### src/rtl/irq_flag_pkg.sv
package irq_flag_pkg;
    localparam int NUM_SRC = 6;
    localparam int NUM_PIN = 3;
    localparam int SRC_W   = $clog2(NUM_SRC);

    typedef enum logic [SRC_W-1:0] {
        SRC_EXT0 = 3'd0,
        SRC_TMR0 = 3'd1,
        SRC_EXT1 = 3'd2,
        SRC_TMR1 = 3'd3,
        SRC_EXT2 = 3'd4,
        SRC_ADC  = 3'd5
    } irq_src_e;

    typedef enum logic {
        FLAG_IDLE    = 1'b0,
        FLAG_PENDING = 1'b1
    } flag_state_e;

    // control byte bit positions
    localparam int CB_TYPE0 = 0;
    localparam int CB_FLAG0 = 1;
    localparam int CB_TYPE1 = 2;
    localparam int CB_FLAG1 = 3;
    localparam int CB_RUN0  = 4;
    localparam int CB_TOV0  = 5;
    localparam int CB_RUN1  = 6;
    localparam int CB_TOV1  = 7;
    // aux byte bit positions
    localparam int AB_EXT2  = 0;
    localparam int AB_ADC   = 1;
    localparam int AB_POL2  = 2;
endpackage

### src/rtl/irq_pin_sync.sv
module irq_pin_sync #(
    parameter int             WIDTH   = 3,
    parameter logic [WIDTH-1:0] RST_VAL = '1
) (
    input  logic             clk,
    input  logic             rst_n,
    input  logic [WIDTH-1:0] pin_i,
    output logic [WIDTH-1:0] level_o,
    output logic [WIDTH-1:0] fall_o,
    output logic [WIDTH-1:0] rise_o
);
    logic [WIDTH-1:0] stage1_q, stage2_q, prev_q;

    always_ff @(posedge clk or negedge rst_n) begin
        if (!rst_n) begin
            stage1_q <= RST_VAL;
            stage2_q <= RST_VAL;
            prev_q   <= RST_VAL;
        end else begin
            stage1_q <= pin_i;
            stage2_q <= stage1_q;
            prev_q   <= stage2_q;
        end
    end

    always_comb begin
        level_o = stage2_q;
        fall_o  = prev_q & ~stage2_q;
        rise_o  = ~prev_q & stage2_q;
    end

    // an edge pulse never lasts two cycles on the same pin
    assert_edge_single_R3: assert property (@(posedge clk) disable iff (!rst_n)
        (fall_o != '0) |=> ((fall_o & $past(fall_o)) == '0));
endmodule

### src/rtl/irq_flag_cell.sv
module irq_flag_cell
    import irq_flag_pkg::*;
#(
    parameter bit HW_CLEAR = 1'b1
) (
    input  logic clk,
    input  logic rst_n,
    input  logic set_i,
    input  logic clr_i,
    input  logic wr_i,
    input  logic wdata_i,
    output logic pending_o
);
    flag_state_e state_q, state_d;
    logic clr_eff;

    assign clr_eff = HW_CLEAR ? clr_i : 1'b0;

    always_ff @(posedge clk or negedge rst_n) begin
        if (!rst_n) state_q <= FLAG_IDLE;
        else        state_q <= state_d;
    end

    // next state: post/cancel > raise > retire
    always_comb begin
        state_d = state_q;
        unique case (state_q)
            FLAG_IDLE: begin
                if (wr_i)       state_d = wdata_i ? FLAG_PENDING : FLAG_IDLE;
                else if (set_i) state_d = FLAG_PENDING;
            end
            FLAG_PENDING: begin
                if (wr_i)                    state_d = wdata_i ? FLAG_PENDING : FLAG_IDLE;
                else if (!set_i && clr_eff)  state_d = FLAG_IDLE;
            end
        endcase
    end

    always_comb begin
        pending_o = (state_q == FLAG_PENDING);
    end

    assert_sw_write_wins_R11: assert property (@(posedge clk) disable iff (!rst_n)
        wr_i |=> (pending_o == $past(wdata_i)));
    assert_set_beats_clear_R10: assert property (@(posedge clk) disable iff (!rst_n)
        (set_i && !wr_i) |=> pending_o);
    assert_sw_only_clear_R9: assert property (@(posedge clk) disable iff (!rst_n)
        (!HW_CLEAR && pending_o && !wr_i) |=> pending_o);
endmodule

### src/rtl/irq_flag_ctrl.sv
module irq_flag_ctrl
    import irq_flag_pkg::*;
(
    input  logic             clk,
    input  logic             rst_n,
    input  logic             ext0_n,
    input  logic             ext1_n,
    input  logic             ext2_pin,
    input  logic             cmp_evt,
    input  logic             t0_ovf,
    input  logic             t1_ovf,
    input  logic             adc_done,
    input  logic             ack_valid,
    input  logic [SRC_W-1:0] ack_src,
    input  logic             reg_wr_en,
    input  logic             reg_sel,
    input  logic [7:0]       reg_wdata,
    output logic [7:0]       reg_rdata,
    output logic [NUM_SRC-1:0] irq_req
);
    logic [NUM_PIN-1:0] pin_raw, pin_lvl, pin_fall, pin_rise;
    logic               mode0_q, mode1_q, run0_q, run1_q, pol2_q;
    logic               wr_ctrl, wr_aux;
    logic [NUM_SRC-1:0] ack_hit, set_v, clr_v, wr_v, wd_v, pend;

    assign pin_raw = {ext2_pin, ext1_n, ext0_n};

    irq_pin_sync #(.WIDTH(NUM_PIN), .RST_VAL({NUM_PIN{1'b1}})) u_sync (
        .clk     (clk),
        .rst_n   (rst_n),
        .pin_i   (pin_raw),
        .level_o (pin_lvl),
        .fall_o  (pin_fall),
        .rise_o  (pin_rise)
    );

    assign wr_ctrl = reg_wr_en && !reg_sel;
    assign wr_aux  = reg_wr_en &&  reg_sel;

    // control bits that are not flags
    always_ff @(posedge clk or negedge rst_n) begin
        if (!rst_n) begin
            mode0_q <= 1'b0;
            mode1_q <= 1'b0;
            run0_q  <= 1'b0;
            run1_q  <= 1'b0;
            pol2_q  <= 1'b0;
        end else begin
            if (wr_ctrl) begin
                mode0_q <= reg_wdata[CB_TYPE0];
                mode1_q <= reg_wdata[CB_TYPE1];
                run0_q  <= reg_wdata[CB_RUN0];
                run1_q  <= reg_wdata[CB_RUN1];
            end
            if (wr_aux) pol2_q <= reg_wdata[AB_POL2];
        end
    end

    always_comb begin
        for (int s = 0; s < NUM_SRC; s++) ack_hit[s] = ack_valid && (ack_src == SRC_W'(s));

        set_v[SRC_EXT0] = mode0_q && pin_fall[0];
        set_v[SRC_TMR0] = t0_ovf;
        set_v[SRC_EXT1] = mode1_q && pin_fall[1];
        set_v[SRC_TMR1] = t1_ovf;
        set_v[SRC_EXT2] = (pol2_q ? pin_rise[2] : pin_fall[2]) || cmp_evt;
        set_v[SRC_ADC]  = adc_done;

        clr_v = ack_hit;
        clr_v[SRC_EXT0] = mode0_q && ack_hit[SRC_EXT0];
        clr_v[SRC_EXT1] = mode1_q && ack_hit[SRC_EXT1];

        wr_v[SRC_EXT0] = wr_ctrl;  wd_v[SRC_EXT0] = reg_wdata[CB_FLAG0];
        wr_v[SRC_TMR0] = wr_ctrl;  wd_v[SRC_TMR0] = reg_wdata[CB_TOV0];
        wr_v[SRC_EXT1] = wr_ctrl;  wd_v[SRC_EXT1] = reg_wdata[CB_FLAG1];
        wr_v[SRC_TMR1] = wr_ctrl;  wd_v[SRC_TMR1] = reg_wdata[CB_TOV1];
        wr_v[SRC_EXT2] = wr_aux;   wd_v[SRC_EXT2] = reg_wdata[AB_EXT2];
        wr_v[SRC_ADC]  = wr_aux;   wd_v[SRC_ADC]  = reg_wdata[AB_ADC];
    end

    for (genvar g = 0; g < NUM_SRC; g++) begin : g_flag
        irq_flag_cell #(.HW_CLEAR(g != int'(SRC_ADC))) u_cell (
            .clk       (clk),
            .rst_n     (rst_n),
            .set_i     (set_v[g]),
            .clr_i     (clr_v[g]),
            .wr_i      (wr_v[g]),
            .wdata_i   (wd_v[g]),
            .pending_o (pend[g])
        );
    end

    always_comb begin
        irq_req = pend;
        irq_req[SRC_EXT0] = mode0_q ? pend[SRC_EXT0] : ~pin_lvl[0];
        irq_req[SRC_EXT1] = mode1_q ? pend[SRC_EXT1] : ~pin_lvl[1];
        if (!reg_sel)
            reg_rdata = {pend[SRC_TMR1], run1_q, pend[SRC_TMR0], run0_q,
                         pend[SRC_EXT1], mode1_q, pend[SRC_EXT0], mode0_q};
        else
            reg_rdata = {5'b0, pol2_q, pend[SRC_ADC], pend[SRC_EXT2]};
    end

    assert_level_hold_R4: assert property (@(posedge clk) disable iff (!rst_n)
        (!mode0_q && ack_hit[SRC_EXT0] && !wr_ctrl) |=> $stable(pend[SRC_EXT0]));
    assert_cmp_sets_R8: assert property (@(posedge clk) disable iff (!rst_n)
        (cmp_evt && !wr_aux) |=> irq_req[SRC_EXT2]);
    assert_ack_retires_R5: assert property (@(posedge clk) disable iff (!rst_n)
        (ack_hit[SRC_TMR0] && !t0_ovf && !wr_ctrl) |=> !irq_req[SRC_TMR0]);
endmodule

### config.mk
export PLATFORM = sky130hd
export DESIGN_NAME = irq_flag_ctrl
export DESIGN_NICKNAME = d
export VERILOG_FILES = /design/src/rtl/irq_flag_pkg.sv /design/src/rtl/irq_pin_sync.sv /design/src/rtl/irq_flag_cell.sv /design/src/rtl/irq_flag_ctrl.sv
export SDC_FILE = /design/constraint.sdc
export NUM_CORES = 1
export LEC_CHECK = 0
export ABC_AREA = 1
export CAP_MARGIN = 20
export CORE_MARGIN = 3
export CORE_UTILIZATION = 44
export CTS_CLUSTER_DIAMETER = 100
export DETAILED_ROUTE_END_ITERATION = 12
export MAX_ROUTING_LAYER = met4
export PLACE_DENSITY = 0.79
export SLEW_MARGIN = 20
export SYNTH_ARGS = -nofsm -noshare
export SYNTH_HDL_FRONTEND = slang
export SYNTH_HIERARCHICAL = 1
export SYNTH_SLANG_ARGS = --single-unit
### constraint.sdc
create_clock -name clk -period 1.1 [get_ports clk]
set_input_delay 0.22 -clock clk [delete_from_list [all_inputs] [get_ports clk]]
set_output_delay 0.22 -clock clk [all_outputs]
set_load 0.02 [all_outputs]
; ---- Word level (Yosys, flattened, before mapping)
; Cells that the tools add are included.
[totals]
output_inout_bits = 14
ff_bits = 20
inputBits = 23
elab_cells = 92
[op_classes]
muxes = 38
eq_ne = 4
bitwise = 12
reduce_logical = 24
[op_table]
columns = operator, count
row1 = $mux W1, 31
row2 = $logic_and A1 B1 Y1, 16
row3 = $pmux W1 S2, 6
row4 = $mux W8, 1
row5 = $not A1 Y1, 8
row6 = $and A3 B3 Y3, 2
row7 = $eq A3 B2 Y1 const B, 2
row8 = $logic_not A1 Y1, 6
row9 = $not A3 Y3, 2
row10 = $eq A3 B1 Y1 const B, 1
row11 = $eq A3 B3 Y1 const B, 1
row12 = $logic_not A3 Y1, 1
row13 = $logic_or A1 B1 Y1, 1

; ---- Logic depth before layout (Yosys ltp)
[depth]
depth_word = 9
ltp_mapped = 7
depth_no_buf = 6

; ---- By module
; Netlist, hierarchy kept.
[modules_own_cells]
columns = mod, n_inst, area_per_inst_um2, cells_per_inst, seq_area_each_um2
row1 = irq_flag_ctrl, 1, 442.9, 76, 125.1
row2 = irq_pin_sync, 1, 281.5, 21, 236.5
row3 = irq_flag_cell (g_flag[0].u_cell ...), 5, 55.1, 7, 25.0
row4 = irq_flag_cell (g_flag[5].u_cell), 1, 41.3, 5, 25.0

; ---- Worst setup path after synthesis
; No wires, ideal clock.
[synth_timing]
path_type = register -> output
start = register mode0_q
end = output port irq_req[0]
path_slack_ns = -0.028
t_arrival_ns = 0.908
path_stages_with_launch = 2
n_path_buf = 0
required_ns = 0.880
path_cell_list = dfrtp_1 -> o21ai_0
[synth_via]
elab_chain_cells = 1
[synth_rtl]
columns = item, line_no
row1 = start: declaration, irq_flag_ctrl.sv:22  ; logic mode0_q, mode1_q, run0_q, run1_q, pol2_q;
row2 = start signal: assignment, irq_flag_ctrl.sv:50  ; mode0_q <= reg_wdata[CB_TYPE0];
row3 = $mux W1, irq_flag_ctrl.sv:95  ; irq_req[SRC_EXT0] = mode0_q ? pend[SRC_EXT0] : ~pin_lvl[0];
row4 = end: declaration, irq_flag_ctrl.sv:19  ; output logic [NUM_SRC-1:0] irq_req
; Every way passes these cells.

; ---- Worst setup path in the final report
[layout_timing]
start = register u_sync.stage2_q[0], in the netlist u_sync/level_o[0]
end = output port irq_req[0]
[layout_via]
elab_chain_cells = 2
[layout_rtl]
columns = item, line_no
row1 = start: declaration, irq_pin_sync.sv:12  ; logic [WIDTH-1:0] stage1_q, stage2_q, prev_q;
row2 = start signal: assignment, irq_pin_sync.sv:21  ; stage2_q <= stage1_q;
row3 = $not A1 Y1, irq_flag_ctrl.sv:95
row4 = $mux W1, irq_flag_ctrl.sv:95
; Every way passes these cells.

==> flow_metrics.py <==
metrics = {
    "status": {
        "status": "finished with violations",
        "violations": "setup timing",
    },
    "drt": {
        "drtAntennaViolNets": 0,
        "first_pass_iters": 4,
        "drtIter0Drc": 9,
        "num_vias": 967,
        "vias_per_cell": 4.54,
        "wl_per_cell_um": 11.4,
        "routed_wl_um": 2430,
        "drc": 0,
    },
    "finish": {
        "final_cell_mix": "33 x nand2_1, 27 x inv_1, 21 x buf_4, 21 x clkdlybuf4s50_1, 20 x nor2_1",
        "nets": 210,
        "regArea_sq_um": 513,
        "n_fill_cell": 149,
        "antenna_cells": 0,
        "design_area_sq_mm": 0.00160,
        "fin_util_pct": 77.0,
        "multi_input_area_sq_um": 368,
        "areaGrowthSynthToFinish_pct": 56.9,
        "final_common_cell": "nand2_1",
        "drive_above_1_share_pct": 34.9,
    },
    "sta": {
        "finalSetupViolCount": 13,
        "finalWorstSetupSlack_ps": -167,
        "drv_slew": 0,
        "max_slew.worst_pin.slew_ps": 200,
        "clock.fmax_mhz": 789,
        "rsz0062_at_grt": "yes",
        "hold_viol_final": 0,
        "maxSlewHeadroom_pct": 86.6,
        "fin_crit_sh_pct": 115,
        "min_period_ps": 1270,
        "finClkSkew_ps": 2.33,
    },
    "synthesis": {
        "netlist_area_sq_mm": 0.00102,
        "synthCells": 132,
        "ys_warn_count": 6,
        "synth_nets": 155,
        "avgSynthCellArea_sq_um": 7.74,
    },
    "placement": {
        "io_buffers": 36,
        "place_area_sq_mm": 0.00149,
        "gp_congestion": 0.753,
        "hpwl_um": 1870,
    },
    "power_and_ir_drop": {
        "p_seq_share_pct": 42.7,
        "power.share.combinational_pct": 28.0,
        "p_per_area_mw_per_mm2": 1260,
        "p_int_uw": 1480,
        "pwr-share-clk_pct": 29.4,
        "p_sw_uw": 539,
        "power.leakage_uw": 0.000827,
        "ir_drop_mv": 1.32,
        "swShare_pct": 26.7,
    },
    "setup_path": {
        "cpMaxStageDelayCell": "dfstp_2",
        "crit_arrival_ps": 1050,
        "path_buf_inv": 1,
        "endpoint_kind": "primary output",
        "cpLargestDelayFamily": "flip-flops",
        "worst-endpoint-required_ps": 880,
        "crit_chain": "o21ai_2 -> buf_6",
        "critPathMaxFanout": 2,
        "crit_type": "register to primary output",
        "slowest_delay_ps": 560,
        "cp-start-kind": "register",
    },
    "clock_tree": {
        "cts-buffers-inserted": 3,
        "h-tree-depth": 1,
        "clkLatencyLatePin_ps": 300,
        "clkSinkCount": 20,
        "postCtsHoldBufs": 0,
        "clock-root-buffer": "clkbuf_4",
        "cts_tree": "done",
        "ctsLongestPathBuffers": 2,
        "path_clk_slew_ps": 110,
    },
    "global_routing": {
        "grt_pass1_vias": 891,
        "antenna_found_initial": 0,
        "grt_overflow": 0,
        "grt_max_degree": 21,
        "grt_pass1_wl_um": 3710,
        "track_usage_pct": 18.5,
    },
    "floorplan": {
        "rows": 16,
        "die_y_um": 54.2,
        "ios": 37,
        "dieArea_sq_mm": 0.00294,
        "dieWidth_um": 54.2,
        "coreArea_sq_mm": 0.00208,
        "floorplan.initialDensity_pct": 49.1,
    },
    "job": {
        "drv_cap": 0,
    },
    "min_path": {
        "hp-class": "primary input to async pin",
    },
}
power groups by stage:
stage	sequential (uW)	clock, uW	combinational (uW)
after floorplan	859	0	242
after global placement	866	0	503
after detailed placement	870	0	516
after CTS	860	608	549
after global routing	869	638	612
final	861	592	564
area by class of cell:
cell class,count,area share (%)
inverter,29,7.10
timing repair buffer,55,32.6
tap,27,2.11
clock inverter,1,1.87
multi-input combinational,78,22.9
clock buffer,3,1.40
sequential,20,32.0
flip-flops by register name, indices dropped and copies added (netlist names):
name                     count
g_flag.u_cell/pending_o      6
run0_q                       1
run1_q                       1
u_sync/level_o               3
mode0_q                      1
pol2_q                       1
u_sync/prev_q                3
u_sync/stage1_q              3
mode1_q                      1
layer usage:
metal,track usage [%],part of all wire [%],vias up,wire length (um)
li1,-,-,490,-
met1,19.0,37,447,899
met2,34.7,57,28,1390
met3,4.99,5.4,2,131
met4,3.73,0.33,0,8
met5,-,0,-,0
stage by stage:
stage	hold WS [ps]	worst slack (ps)	setup TNS, ps	power (uW)	std cells
global route	229	-215	-2180	2120	213
detailed placement	347	-823	-11310	1390	204
finish	242	-167	-1350	2020	213
CTS	235	-176	-1350	2020	211
floorplan	-75.6	128	0	1100	132
global placement	347	-803	-11100	1370	204
final timing paths:
check / slack [ps] / endpoint / from / depth (start not counted)
max: -170 / irq_req[0] / u_sync/level_o[0]$_DFF_PN1_ / 2
min: 240 / g_flag[3].u_cell/pending_o$_DFF_PN0_ / rst_n / 2
max reg2reg: 0 / g_flag[0].u_cell/pending_o$_DFF_PN0_ / mode0_q$_DFFE_PN0P_ / 7
min reg2reg: 360 / u_sync/level_o[0]$_DFF_PN1_ / u_sync/stage1_q[0]$_DFF_PN1_ / 0
max in group asynchronous: 650 / u_sync/prev_q[1]$_DFF_PN1_ / rst_n / 2
min in group clk: 310 / u_sync/stage1_q[0]$_DFF_PN1_ / ext0_n / 1
repair_timing:
| item | CTS | global route |
|---|---|---|
| setup endpoints to repair | 21 | 17 |
| resized for setup | 84 | 5 |
| pin swaps | 6 | 3 |
| cloned | 0 | 0 |
| setup buffers | 3 | 2 |
Note: power is estimated with default switching activity, not from simulation.
